[config.mk]
export PLATFORM = sky130hd
export DESIGN_NAME = spg_start_gen
export DESIGN_NICKNAME = d
export VERILOG_FILES = /design/src/rtl/spg_pkg.sv /design/src/rtl/spg_rst_sync.sv /design/src/rtl/spg_cycle_timer.sv /design/src/rtl/spg_phase_ctrl.sv /design/src/rtl/spg_start_gen.sv
export SDC_FILE = /design/constraint.sdc
export NUM_CORES = 1
export LEC_CHECK = 0
export ABC_AREA = 1
export BUFFER_PORTS_ARGS = -buffer_cell sky130_fd_sc_hd__buf_4
export CORE_ASPECT_RATIO = 2
export CORE_UTILIZATION = 25
export DETAILED_ROUTE_END_ITERATION = 8
export GPL_ROUTABILITY_DRIVEN = 0
export GPL_TIMING_DRIVEN = 1
export PLACE_DENSITY = 0.44
export SETUP_SLACK_MARGIN = 0.05
export SYNTH_ARGS = -nofsm -noshare
export SYNTH_HDL_FRONTEND = slang
export SYNTH_SLANG_ARGS = --single-unit
[constraint.sdc]
create_clock -name clk -period 1.5 [get_ports clk]
set_clock_uncertainty 0.2 [all_clocks]
set_input_delay 0.075 -clock clk [delete_from_list [all_inputs] [get_ports clk]]
set_output_delay 0.075 -clock clk [all_outputs]
set_load 0.05 [all_outputs]
[src/rtl/spg_pkg.sv]
`timescale 1ns/1ps
package spg_pkg;

  typedef enum logic [1:0] {
    PH_IDLE = 2'd0,
    PH_HOLD = 2'd1,
    PH_WAIT = 2'd2,
    PH_DONE = 2'd3
  } spg_phase_e;

  function automatic int spg_max(int a, int b);
    return (a > b) ? a : b;
  endfunction

endpackage

[src/rtl/spg_rst_sync.sv]
`timescale 1ns/1ps
module spg_rst_sync #(
  parameter int STAGES = 2
) (
  input  logic clk,
  input  logic arst_n,
  output logic srst_n
);

  logic [STAGES-1:0] sync_q;
  logic [STAGES-1:0] sync_d;

  always_comb begin
    sync_d = {sync_q[STAGES-2:0], 1'b1};
  end

  always_ff @(posedge clk or negedge arst_n) begin
    if (!arst_n) begin
      sync_q <= '0;
    end else begin
      sync_q <= sync_d;
    end
  end

  assign srst_n = sync_q[STAGES-1];

endmodule

[src/rtl/spg_cycle_timer.sv]
`timescale 1ns/1ps
module spg_cycle_timer #(
  parameter int CW = 4
) (
  input  logic          clk,
  input  logic          rst_n,
  input  logic          load,
  input  logic [CW-1:0] load_val,
  input  logic          dec,
  output logic          expired
);

  logic [CW-1:0] cnt_q;
  logic [CW-1:0] cnt_d;
  logic          cnt_en;

  always_comb begin
    cnt_d  = cnt_q;
    cnt_en = load | dec;
    if (load) begin
      cnt_d = load_val;
    end else if (dec && (cnt_q != '0)) begin
      cnt_d = cnt_q - 1'b1;
    end
  end

  always_ff @(posedge clk or negedge rst_n) begin
    if (!rst_n) begin
      cnt_q <= '0;
    end else if (cnt_en) begin
      cnt_q <= cnt_d;
    end
  end

  assign expired = (cnt_q == '0);

endmodule

[src/rtl/spg_phase_ctrl.sv]
`timescale 1ns/1ps
module spg_phase_ctrl
  import spg_pkg::*;
#(
  parameter int CW       = 9,
  parameter int HOLD_CYC = 375,
  parameter int READ_CYC = 9
) (
  input  logic          clk,
  input  logic          rst_n,
  input  logic          trig,
  input  logic          tmr_expired,
  output logic          tmr_load,
  output logic [CW-1:0] tmr_load_val,
  output logic          tmr_dec,
  output logic          start_n,
  output logic          ready
);

  localparam logic [CW-1:0] HOLD_LOAD = CW'(HOLD_CYC - 1);
  localparam logic [CW-1:0] READ_LOAD = CW'(READ_CYC - 1);

  spg_phase_e phase_q;
  spg_phase_e phase_d;
  logic       start_n_q;
  logic       start_n_d;
  logic       ready_q;
  logic       ready_d;

  // next-state decode
  always_comb begin
    phase_d      = phase_q;
    tmr_load     = 1'b0;
    tmr_load_val = '0;
    tmr_dec      = 1'b0;
    if (trig) begin
      phase_d      = PH_HOLD;
      tmr_load     = 1'b1;
      tmr_load_val = HOLD_LOAD;
    end else begin
      unique case (phase_q)
        PH_HOLD: begin
          if (tmr_expired) begin
            phase_d      = PH_WAIT;
            tmr_load     = 1'b1;
            tmr_load_val = READ_LOAD;
          end else begin
            tmr_dec = 1'b1;
          end
        end
        PH_WAIT: begin
          if (tmr_expired) begin
            phase_d = PH_DONE;
          end else begin
            tmr_dec = 1'b1;
          end
        end
        default: begin
          phase_d = phase_q;
        end
      endcase
    end
    start_n_d = (phase_d != PH_HOLD);
    ready_d   = (phase_d == PH_DONE);
  end

  // state and output registers, rising edge only
  always_ff @(posedge clk or negedge rst_n) begin
    if (!rst_n) begin
      phase_q   <= PH_IDLE;
      start_n_q <= 1'b1;
      ready_q   <= 1'b0;
    end else begin
      phase_q   <= phase_d;
      start_n_q <= start_n_d;
      ready_q   <= ready_d;
    end
  end

  assign start_n = start_n_q;
  assign ready   = ready_q;

endmodule

[src/rtl/spg_start_gen.sv]
`timescale 1ns/1ps
module spg_start_gen
  import spg_pkg::*;
#(
  parameter int CLR_CYC    = 63,
  parameter int SETTLE_CYC = 375,
  parameter int READ_CYC   = 9,
  parameter int SYNC_STG   = 2
) (
  input  logic clk,
  input  logic rst_n,
  input  logic wr_req,
  input  logic addr_sel,
  output logic start_n,
  output logic ready
);

  localparam int HOLD_CYC = spg_max(spg_max(CLR_CYC, SETTLE_CYC), 1);
  localparam int WAIT_CYC = spg_max(READ_CYC, 1);
  localparam int CNT_MAX  = spg_max(HOLD_CYC, WAIT_CYC);
  localparam int CW       = $clog2(CNT_MAX + 1);

  logic          srst_n;
  logic          trig;
  logic          tmr_load;
  logic [CW-1:0] tmr_load_val;
  logic          tmr_dec;
  logic          tmr_expired;

  assign trig = wr_req & addr_sel;

  spg_rst_sync #(
    .STAGES (SYNC_STG)
  ) u_rst_sync (
    .clk    (clk),
    .arst_n (rst_n),
    .srst_n (srst_n)
  );

  spg_cycle_timer #(
    .CW (CW)
  ) u_timer (
    .clk      (clk),
    .rst_n    (srst_n),
    .load     (tmr_load),
    .load_val (tmr_load_val),
    .dec      (tmr_dec),
    .expired  (tmr_expired)
  );

  spg_phase_ctrl #(
    .CW       (CW),
    .HOLD_CYC (HOLD_CYC),
    .READ_CYC (WAIT_CYC)
  ) u_ctrl (
    .clk          (clk),
    .rst_n        (srst_n),
    .trig         (trig),
    .tmr_expired  (tmr_expired),
    .tmr_load     (tmr_load),
    .tmr_load_val (tmr_load_val),
    .tmr_dec      (tmr_dec),
    .start_n      (start_n),
    .ready        (ready)
  );

endmodule

Yosys cells after proc, flatten, opt, wreduce, memory -nomap -nowiden
Cells that the tools add are included.
W data, S select, Z words.
Storage, ports and cells
  flip-flop bits (word level): 15
  input bits: 4
  output and inout bits: 2
  logic and storage cells: 33
Operators by class
  add/sub/neg operators: 1
  equal/unequal tests: 4
  mux-type cells: 15
  bitwise gates (word level): 2
  reduce and logical (&&, ||, !) cells: 6
Operators by type and width (number)
  $mux W9: 4
  $logic_not A9 Y1: 1
  $reduce_bool A9 Y1: 1
  $sub A9 B1 Y9 const B: 1
  $mux W1: 6
  $mux W2: 3
  $eq A2 B2 Y1 const B: 2
  $mux W4: 1
  $pmux W2 S2: 1
  $eq A2 B1 Y1 const B: 1
  $ne A2 B1 Y1 const B: 1
  $reduce_and A2 Y1: 1
  $reduce_bool A2 Y1: 1
  $reduce_or A2 Y1: 1
  $and A1 B1 Y1: 1
  $logic_and A1 B1 Y1: 1
  $or A1 B1 Y1: 1

Depth between registers and ports, before layout
  depth in word-level cells: 7
  depth in mapped cells: 10
  mapped depth without buffers: 10

Cells and area by module
Synthesis repeated with hierarchy kept, for this count alone.
Unflattened totals
  cells, all modules: 141
  area total of the unflattened synthesis: 1004.7 um2
Modules (own cells, without submodules)
  spg_cycle_timer: times used 1, cells an instance 98, area an instance 654.4 um2
  spg_phase_ctrl: times used 1, cells an instance 38, area an instance 289.0 um2
  spg_rst_sync: times used 1, cells an instance 3, area an instance 53.8 um2
  spg_start_gen: times used 1, cells an instance 2, area an instance 7.5 um2

Least setup slack after synthesis
OpenSTA, ideal clock, no wires.
  kind: reg-to-reg
  start: register u_timer.cnt_q[0]
  end: register u_timer.cnt_q[3]
  library setup time: 0.123 ns
  arrival time: 1.333 ns
  setup slack: -0.156 ns
  stages on the path, launching flop included: 10
  period minus slack after synthesis: 1.656 ns
  path through: dfrtp_1 > inv_1 > ha_1 > nand2_2 > nor2_4 > nand2_4 > nand2_8 > inv_4 > nor2_8 > o21ai_1
Between the ends
  longest elaborated chain between the ends: 7
  elaborated cells between the ends (all ways): 18
  those cells by class: 1 x add/sub; 11 x mux; 1 x bitwise; 5 x reduce/logical
RTL lines
  from (decl): line spg_cycle_timer.sv:13  | logic [CW-1:0] cnt_q;
  from (signal assigned): line spg_cycle_timer.sv:31  | cnt_q <= cnt_d;
  branches (longest 7 deep; another with $sub A9 B1 Y9)
Parallel ways; which one is timed is not known. The select of a mux whose other input is x is not followed.
A chain may end at the register's enable or synchronous reset.

Final worst setup path
  start: register u_timer.cnt_q[1]
  end: register u_timer.cnt_q[5]
The elaborated chain is that of the path after synthesis.

==> flow_summary.json <==
{
  "reg2regPathDepth": 10,
  "dieArea_um2": 3780,
  "hpwlAfterDp_mm": 1.53,
  "wl_per_cell_um": 12.4,
  "drive_above_1_share_pct": 47.8,
  "core_area_um2": 3380,
  "nNetsFinal": 146,
  "first_iter_violations": 19,
  "cp_common_cell": "nand2_4",
  "ir_drop_mv": 0.627,
  "synth_cell_types": 23,
  "start_kind": "flop",
  "path_cells": "inv_2 > ha_4 > nand2_4 > nor2_4 > nand3_4 > nand2_4 > inv_4 > nand2_8 > nand2_2 > nand2_1",
  "cp_slowest_cell": "dfrtp_1",
  "grt_pass1_wl_mm": 3.47,
  "yosys_warnings": 0,
  "die_h_um": 85.9,
  "hp-class": "reg -> async",
  "track_usage_pct": 12.7,
  "outcome": "finished, violations left",
  "synthCells": 110,
  "worst_slew_pin_slew_ps": 581,
  "rr_endpoint": "u_timer.cnt_q[5]",
  "synth_area_leaders": "dfrtp_1 (40%), nand2_1 (17%), inv_1 (5.5%)",
  "hold-worst-slack_ps": 34.4,
  "design_area_um2": 1290,
  "finalSetupViolCount": 13,
  "synth_top_area_share_pct": 39.8,
  "finalCriticalPeriod_ps": 1610,
  "violations": "negative setup slack",
  "rsz0062_at_grt": "yes",
  "ioPinCount": 6,
  "die_x_um": 44.0,
  "root_buffer": "clkbuf_8",
  "crit_required_ps": 1490,
  "port_buffers": 5,
  "ff2ff_setup_slack_ps": -110,
  "syn_nets": 117,
  "cp_top_family": "simple AND/OR/NAND/NOR gates",
  "period_share_pct": 107,
  "p_leak_nw": 0.641,
  "timing.rr.start": "u_timer.cnt_q[1]",
  "final.setup.worst_slack_ps": -112,
  "power.density_nw_per_um2": 1080,
  "floorplan.rows": 30,
  "diodes": 0,
  "dpl_worst_slack_ps": -231,
  "numCtsBuffers": 3,
  "cap_viol_max_count": 0,
  "drtPass1Iterations": 4,
  "ys_ff_latch": 15,
  "routed_wl_mm": 2.11,
  "grt_max_degree": 14,
  "htreeDepth": 1,
  "layout_common_cells": "nand2_1 (27), buf_4 (21), dfrtp_1 (14)",
  "via_per_inst": 4.46,
  "finalPower_w": 0.00139,
  "hold_violations": 0,
  "grt-ovfl-total": 0,
  "worst-setup-path-type": "reg -> reg",
  "setup_tns_ps": -1100,
  "synth-seq-area-share_pct": 42.8,
  "worst_path_largest_cell_delay_ps": 390,
  "finalMaxSlewViolations": 0,
  "syn2layout_area_growth_pct": 46.0,
  "synth.avg_cell_area_um2": 8.01,
  "antenna_left": 0,
  "crit_buf_inv": 2,
  "arrival_ps": 1600,
  "synth_largest_area_cell": "dfrtp_1",
  "final_common_cell": "nand2_1",
  "cts.sinks": 15,
  "critPathCaptureType": "flop",
  "max_slew_margin_pct": 61.2,
  "grt_pass1_vias": 798,
  "path_max_fanout": 7,
  "start_util_pct": 26.1,
  "cts_tree": "built",
  "netlist_area_um2": 881,
  "clk_path_buf_depth": 2,
  "fmax_mhz": 620,
  "antenna_found_initial": 0,
  "clock_latency_ps": 250,
  "drc": 0,
  "placed_area_um2": 1070,
  "clk_pin_slew_ps": 60,
  "vias": 759
}
[stage by stage]
stage / cells / util [%]
global placement: 159 / 31.6
global route: 170 / 38.1
CTS: 169 / 35.0
finish: 170 / 38.1
floorplan: 110 / -
detailed placement: 159 / 31.6
[Yosys cell counts, drive strengths merged]
cell / number
nand2: 45
dfstp: 1
xnor2: 1
o21bai: 1
dfrtp: 14
o21ai: 9
or2: 1
xor2: 2
conb: 1
inv: 15
nand3: 5
ha: 3
nor2: 12
[metal layers]
layer / vias up / part of all wire (%) / GRT usage (%) / wire length, um
met3: 5 / 1.9 / 1.47 / 40
met1: 350 / 34 / 12.7 / 722
met4: 0 / 2.7 / 6.61 / 56
met5: - / 0 / 0 / 0
met2: 13 / 61 / 24.0 / 1290
li1: 391 / - / - / -
[worst register-to-register path, stage by stage, from the launching register on]
cell and delay, ps:
dfrtp_1 390, inv_2 70, ha_4 140, nand2_4 60, nor2_4 140, nand3_4 140, nand2_4 140, inv_4 60
nand2_8 80, nand2_2 60, nand2_1 50
[flip-flops by register name, indices dropped and copies added (netlist names)]
name and cells:
u_ctrl.ready 1, u_rst_sync.sync_q 2, u_timer.cnt_q 9, u_ctrl.phase_q 2, u_ctrl.start_n 1
[worst max path at each step]
stage	from	to	slack [ps]	cells after the start
5_1_grt	u_timer.cnt_q[6]	u_timer.cnt_q[4]	-260	8
4_1_cts	u_timer.cnt_q[1]	u_timer.cnt_q[4]	-140	10
3_5_place_dp	u_timer.cnt_q[5]	u_ctrl.ready	-230	9
2_1_floorplan	u_timer.cnt_q[1]	u_timer.cnt_q[0]	-20	9
3_3_place_gp	u_timer.cnt_q[5]	u_ctrl.ready	-230	9
6_report	u_timer.cnt_q[1]	u_timer.cnt_q[5]	-110	10
[kinds of logic after synthesis]
family / after synthesis / share of synthesized area, %
other cells: 1 / 0.426
flops: 15 / 42.8
compound gates: 10 / 5.97
buf+inv: 15 / 6.68
xor+xnor: 3 / 2.98
fa+ha+maj: 3 / 4.26
simple gates: 63 / 36.9
[power by group]
part           switching (W)  internal (W)
clock network       0.000146      0.000188
registers          0.0000695      0.000466
logic               0.000241      0.000275
[timing repair]
action                                  4_1_cts  5_1_grt
endpoints found under the setup margin       13       13
hold endpoints to repair                      2        0
hold buffers                                  2        0
setup buffers                                 4        1
gates resized for setup                       7       28
pin swaps                                     9       15
[layout make-up]
type,instances,area (um2)
Clock buffer,4,45.0
Timing Repair Buffer,24,189
Sequential cell,15,377
Multi-Input combinational cell,80,572
Fill cell,366,2090
Inverter,15,63.8
Tap cell,32,40.0
Note: power is estimated with default switching activity, not from simulation.
